==> config.mk <==
export PLATFORM = sky130hd
export DESIGN_NAME = eee_lpi_ctrl
export DESIGN_NICKNAME = d
export VERILOG_FILES = /design/src/rtl/eee_lpi_pkg.sv /design/src/rtl/eee_lpi_cfg.sv /design/src/rtl/eee_lpi_idle.sv /design/src/rtl/eee_lpi_fsm.sv /design/src/rtl/eee_lpi_ctrl.sv
export SDC_FILE = /design/constraint.sdc
export NUM_CORES = 1
export LEC_CHECK = 0
export BUFFER_PORTS_ARGS = -buffer_cell sky130_fd_sc_hd__buf_2
export CAP_MARGIN = 20
export CORE_ASPECT_RATIO = 0.75
export CORE_MARGIN = 4
export CORE_UTILIZATION = 50
export CTS_CLUSTER_SIZE = 8
export DETAILED_ROUTE_END_ITERATION = 10
export PLACE_DENSITY = 0.78
export SYNTH_ARGS = -nofsm -noshare
export SYNTH_HDL_FRONTEND = slang
export SYNTH_HIERARCHICAL = 1
export SYNTH_SLANG_ARGS = --single-unit
==> constraint.sdc <==
create_clock -name clk_i -period 4.4 [get_ports clk_i]
set_input_delay 0.44 -clock clk_i [delete_from_list [all_inputs] [get_ports clk_i]]
set_output_delay 0.44 -clock clk_i [all_outputs]
set_load 0.03 [all_outputs]
==> src/rtl/eee_lpi_pkg.sv <==
package eee_lpi_pkg;
  typedef enum logic [1:0] {
    ST_ACT  = 2'd0,
    ST_LPI  = 2'd1,
    ST_WAKE = 2'd2
  } lpi_state_e;

  localparam logic ADDR_THRESH = 1'b0;
  localparam logic ADDR_CTRL   = 1'b1;
endpackage

==> src/rtl/eee_lpi_cfg.sv <==
module eee_lpi_cfg #(
  parameter int DATA_W   = 16,
  parameter int THRESH_W = 12,
  parameter int WAKE_W   = 8,
  parameter int WAKE_LSB = 4,
  parameter int FORCE_BIT = 0
) (
  input  logic                clk_i,
  input  logic                rst_ni,
  input  logic                we_i,
  input  logic                addr_i,
  input  logic [DATA_W-1:0]   wdata_i,
  output logic [THRESH_W-1:0] thresh_o,
  output logic                force_o,
  output logic [WAKE_W-1:0]   wake_len_o
);
  import eee_lpi_pkg::*;

  localparam logic [DATA_W-1:0] THR_MAX = DATA_W'((1 << THRESH_W) - 1);

  logic thr_ok;
  assign thr_ok = (wdata_i <= THR_MAX);

  always_ff @(posedge clk_i or negedge rst_ni) begin
    if (!rst_ni) begin
      thresh_o   <= '0;
      force_o    <= 1'b0;
      wake_len_o <= '0;
    end else if (we_i) begin
      if (addr_i == ADDR_THRESH) begin
        if (thr_ok) thresh_o <= wdata_i[THRESH_W-1:0];
      end else begin
        force_o    <= wdata_i[FORCE_BIT];
        wake_len_o <= wdata_i[WAKE_LSB +: WAKE_W];
      end
    end
  end
endmodule

==> src/rtl/eee_lpi_idle.sv <==
module eee_lpi_idle #(
  parameter int THRESH_W = 12,
  localparam int CNT_W   = THRESH_W + 1
) (
  input  logic                clk_i,
  input  logic                rst_ni,
  input  logic                tick_i,
  input  logic                clear_i,
  input  logic [THRESH_W-1:0] thresh_i,
  output logic                expired_o
);
  logic [CNT_W-1:0] cnt_q;

  // saturating so a long idle never wraps below the threshold
  always_ff @(posedge clk_i or negedge rst_ni) begin
    if (!rst_ni)              cnt_q <= '0;
    else if (clear_i)         cnt_q <= '0;
    else if (tick_i && !(&cnt_q)) cnt_q <= cnt_q + 1'b1;
  end

  assign expired_o = (cnt_q > {1'b0, thresh_i});
endmodule

==> src/rtl/eee_lpi_fsm.sv <==
module eee_lpi_fsm #(
  parameter int WAKE_W = 8
) (
  input  logic              clk_i,
  input  logic              rst_ni,
  input  logic              gate_ok_i,
  input  logic              pending_i,
  input  logic              enter_ok_i,
  input  logic [WAKE_W-1:0] wake_len_i,
  output logic              lpi_o,
  output logic              ready_o
);
  import eee_lpi_pkg::*;

  lpi_state_e        st_q, st_d;
  logic [WAKE_W-1:0] wcnt_q, wcnt_d;

  always_comb begin
    st_d   = st_q;
    wcnt_d = wcnt_q;
    unique case (st_q)
      ST_ACT: begin
        if (enter_ok_i) st_d = ST_LPI;
      end
      ST_LPI: begin
        if (pending_i || !gate_ok_i) begin
          st_d   = ST_WAKE;
          wcnt_d = wake_len_i;
        end
      end
      ST_WAKE: begin
        if (wcnt_q == '0) st_d = ST_ACT;
        else              wcnt_d = wcnt_q - 1'b1;
      end
      default: st_d = ST_ACT;
    endcase
  end

  always_ff @(posedge clk_i or negedge rst_ni) begin
    if (!rst_ni) begin
      st_q   <= ST_ACT;
      wcnt_q <= '0;
    end else begin
      st_q   <= st_d;
      wcnt_q <= wcnt_d;
    end
  end

  assign lpi_o   = (st_q == ST_LPI);
  assign ready_o = (st_q == ST_ACT);
endmodule

==> src/rtl/eee_lpi_ctrl.sv <==
module eee_lpi_ctrl #(
  parameter int DATA_W    = 16,
  parameter int THRESH_W  = 12,
  parameter int WAKE_W    = 8,
  parameter int WAKE_LSB  = 4,
  parameter int FORCE_BIT = 0
) (
  input  logic              clk_i,
  input  logic              rst_ni,
  input  logic              tick_i,
  input  logic              tx_pending_i,
  input  logic              cfg_we_i,
  input  logic              cfg_addr_i,
  input  logic [DATA_W-1:0] cfg_wdata_i,
  input  logic              eee_en_i,
  input  logic              eee_neg_i,
  input  logic              tx_lpi_en_i,
  input  logic              speed_gig_i,
  input  logic              partner_rdy_i,
  output logic              lpi_req_o,
  output logic              tx_ready_o
);
  logic [THRESH_W-1:0] thresh;
  logic                force_now;
  logic [WAKE_W-1:0]   wake_len;
  logic                expired, gate_ok, sync_ok, enter_ok, idle_clr;

  eee_lpi_cfg #(
    .DATA_W(DATA_W), .THRESH_W(THRESH_W), .WAKE_W(WAKE_W),
    .WAKE_LSB(WAKE_LSB), .FORCE_BIT(FORCE_BIT)
  ) u_cfg (
    .clk_i, .rst_ni,
    .we_i(cfg_we_i), .addr_i(cfg_addr_i), .wdata_i(cfg_wdata_i),
    .thresh_o(thresh), .force_o(force_now), .wake_len_o(wake_len)
  );

  assign idle_clr = tx_pending_i || !tx_ready_o;

  eee_lpi_idle #(.THRESH_W(THRESH_W)) u_idle (
    .clk_i, .rst_ni,
    .tick_i, .clear_i(idle_clr), .thresh_i(thresh), .expired_o(expired)
  );

  assign gate_ok  = eee_en_i && eee_neg_i && tx_lpi_en_i;
  // symmetric entry at gigabit waits for the partner
  assign sync_ok  = !speed_gig_i || partner_rdy_i;
  assign enter_ok = gate_ok && sync_ok && !tx_pending_i && (force_now || expired);

  eee_lpi_fsm #(.WAKE_W(WAKE_W)) u_fsm (
    .clk_i, .rst_ni,
    .gate_ok_i(gate_ok), .pending_i(tx_pending_i), .enter_ok_i(enter_ok),
    .wake_len_i(wake_len), .lpi_o(lpi_req_o), .ready_o(tx_ready_o)
  );
endmodule

==> key figures <==
Clock network
  – Post_cts resized: 0
  – Worst skew pair latency: 0.30 ns
  – CTS Buffer Depth: 2
  – Hold Buf Count CTS: 0
  – CTS Root Cell: clkbuf_8
  – CTS tree: built
  – CTS clk-pin slew, worst paths: approximately 0.09 ns
  – Post-CTS setup buffer count: 0
  – Number of H-tree levels: 2
  – CTS Buf Count: 5
  – Clk sinks: 44

Detailed routing
  – WL final: just over 5000 um
  – DRT antenna net count: 0
  – Residual DRC: 0
  – Via density: 5.75
  – Via Count: ~1.9k
  – DR WL/cell: 15.6 um
  – 1st-iter DRT viols: 88
  – First-pass DRT Iterations: 4

Synth
  – Top-area cell type share of the netlist area: a little over two fifths
  – Syn Inst Count: approximately 240
  – Number of synthesized register bits: 44
  – Post-synth cell types: about 50
  – Synth Warn #: 6
  – Mapped Area: about 0.0026 mm^2
  – Area leader, netlist: dfrtp_1
  – Register area share after synthesis: between 40% and 50%
  – Most frequent cell after synthesis: dfrtp_1
  – Post-synth EDFFs: 0
  – Post-synth ARST share: between 90% and 100%
  – Syn Area/Cell: about 11 um^2
  – Top FF cell, synth: dfrtp_1
  – Syn Nets: between 200 and 300
  – Commonest cells in the synthesized netlist: dfrtp_1 (44), inv_1 (21), nor2_1 (17)
  – Synth top area cells: dfrtp_1 (43%), ha_1 (7.2%), mux2_2 (6.1%), mux2_4 (5.8%), inv_1 (3.0%)

Power
  – Power per cell area: approximately 480 mW/mm^2
  – Peak supply drop: approximately 0.00021 V
  – Leak: 1.35 nW

GRT
  – Antenna violations before repair: 0
  – First-pass GRT wire length: just under 9000 um
  – Gr usage total: 17.1%
  – Vias in the first global route: 1791
  – Global route total overflow: 0
  – Largest net degree at the start of global routing: 45

STA
  – F_max: about 520 MHz
  – Final hold vios: 0
  – RSZ-0062 raised after global routing: no
  – Period utilization: between 40% and 50%
  – Skew final: around 0.0078 ns
  – Final min period: slightly below 2 ns
  – Slew @ Worst Pin: around 0.74 ns
  – Setup TNS: 0 ns
  – # setup viols final: 0
  – Rel. slew slack: between 50% and 60%
  – Fin worst setup slack: roughly 2.5 ns
  – Final slew viol count: 0

Final layout
  – Fin nets: ~310
  – Final Core Density: between 50 and 60%
  – Area grow syn2layout: 14.3%
  – Layout cells sized above 1: between 20% and 30%
  – Final Cell Area: between 0.002 and 0.003 mm^2
  – # diodes: 0
  – Number of fill cells: 404

Die
  – Die H: 70.3 um
  – Row count: 22
  – DIE AREA: about 0.0064 mm^2
  – I/O pin cnt: 29
  – Starting utilization of the core area: around 52%
  – Core area: between 0.004 and 0.005 mm^2
  – Die Wd: ~91 um

Placement
  – Gpl congestion: 0.814
  – DP Wirelength: approximately 3800 um
  – PortBufs: 28
  – Dpl ws: 2.47 ns
  – Post-DP Area: around 0.0028 mm^2

Critical path
  – Timing endpoint of the critical path: u_fsm/st_q[0]
  – CP Launch Point: u_idle/cnt_q[10]
  – Slowest stage cell, crit path: dfrtp_1
  – Reg2reg end: u_fsm/st_q[0]
  – Worst Setup Path Type: register to register
  – R2R setup slack: about 2.5 ns
  – WP data required: ~4.6 ns
  – Worst Setup End Kind: register
  – Critical Path, Cell by Cell: ha_1, a21oi_1, o211ai_1, a211oi_1, a21oi_1, nor2_1, nor4b_4, mux2i_1, nor2_1
  – Crit-path max cell delay: around 0.44 ns
  – FF-to-FF path depth: 9
  – Critical path launch point type: register
  – WP data arrival: around 2.1 ns
  – CP max FO: 5
  – Worst r2r src: u_idle/cnt_q[10]

Run status
  – Status: finished clean

Run
  – Max-cap viol count: 0

Hold path
  – Min-delay worst type: primary input to asynchronous set/reset pin
-- layout make-up --
| class | count | area (um^2) | share of cell area [%] |
|---|---|---|---|
| clock inverter | 3 | 90.1 | 3.05 |
| timing repair buffer | 29 | 160 | 5.41 |
| tap | 60 | 75.1 | 2.54 |
| multi-input combinational | 169 | 1380 | 46.8 |
| inverter | 21 | 78.8 | 2.66 |
| clock buffer | 5 | 68.8 | 2.33 |
| sequential | 44 | 1100 | 37.2 |
-- kinds of logic (layout without fill, tap and decap cells) --
logic type               Yosys count  count (layout)  share of synthesized area (%)
AND/OR/NAND/NOR                   80              80                           20.1
multiplexers                      29              29                           13.8
flip-flops                        44              44                           42.5
adder cells (fa/ha/maj)           15              15                           7.25
XOR/XNOR                           1               1                          0.338
buffers and inverters             25              58                           4.01
AO/OA/AOI/OAI                     44              44                           11.9
-- registers in the layout (all words and copies together) (netlist names) --
register,cells
u_idle/cnt_q,13
u_cfg/thresh_o,12
u_cfg/wake_len_o,8
u_fsm/wcnt_q,8
u_fsm/st_q,2
u_cfg/force_o,1
-- report_power, final --
| group | leakage (nW) | switching, W | total (W) | internal, W |
|---|---|---|---|---|
| sequential | 0.565 | 0.0000818 | 0.000564 | 0.000482 |
| clock | 0.0784 | 0.000141 | 0.000425 | 0.000284 |
| combinational | 0.710 | 0.000235 | 0.000426 | 0.000191 |
-- metrics by stage --
stage / hold slack, ns / std cells / total power, W
floorplan: 0.144 / 238 / 0.000886
global placement: 0.492 / 322 / 0.000977
detailed placement: 0.497 / 322 / 0.000988
CTS: 0.334 / 330 / 0.00142
global route: 0.0855 / 331 / 0.00150
finish: 0.0673 / 331 / 0.00142
-- how the worst min path moves through the flow --
stage	startpoint	to
detailed placement	u_cfg/thresh_o[6]	u_cfg/thresh_o[6]
CTS	rst_ni	u_fsm/wcnt_q[3]
global placement	u_cfg/thresh_o[2]	u_cfg/thresh_o[2]
floorplan	rst_ni	u_cfg/force_o
global route	rst_ni	u_cfg/thresh_o[0]
finish	rst_ni	u_fsm/wcnt_q[1]
-- cell usage in the layout (no fill, tap or decap), types with 2 or more instances in the layout --
cell	count
nand2b_1	4
o2bb2ai_1	6
nor3_1	9
o31ai_1	4
bufinv_16	3
dfrtp_1	44
or3_2	2
o211ai_1	2
buf_2	28
mux2_2	14
mux2_4	10
nand3_1	8
nor2b_1	7
or3_1	2
o21ai_1	2
nand2_1	8
nand4_2	2
mux2i_1	5
a211oi_1	2
nor2_1	17
ha_1	15
a21oi_1	13
inv_1	21
clkbuf_8	5
o21ai_0	6
nand4_1	5
and3_1	2
-- worst max-delay path: cells and delay by family (launching register included) --
family	cells	cell delay (ns)
fa+ha+maj	1	0.33
compound gates	4	0.59
mux	1	0.14
flops	1	0.44
simple gates	3	0.33
-- per-layer routing --
layer	track usage [%]	wire length, um
met3	3.23	272
met1	25.5	2700
met4	6.69	87
met2	24.3	2110
met5	0	0
Note: power is estimated with default switching activity, not from simulation.
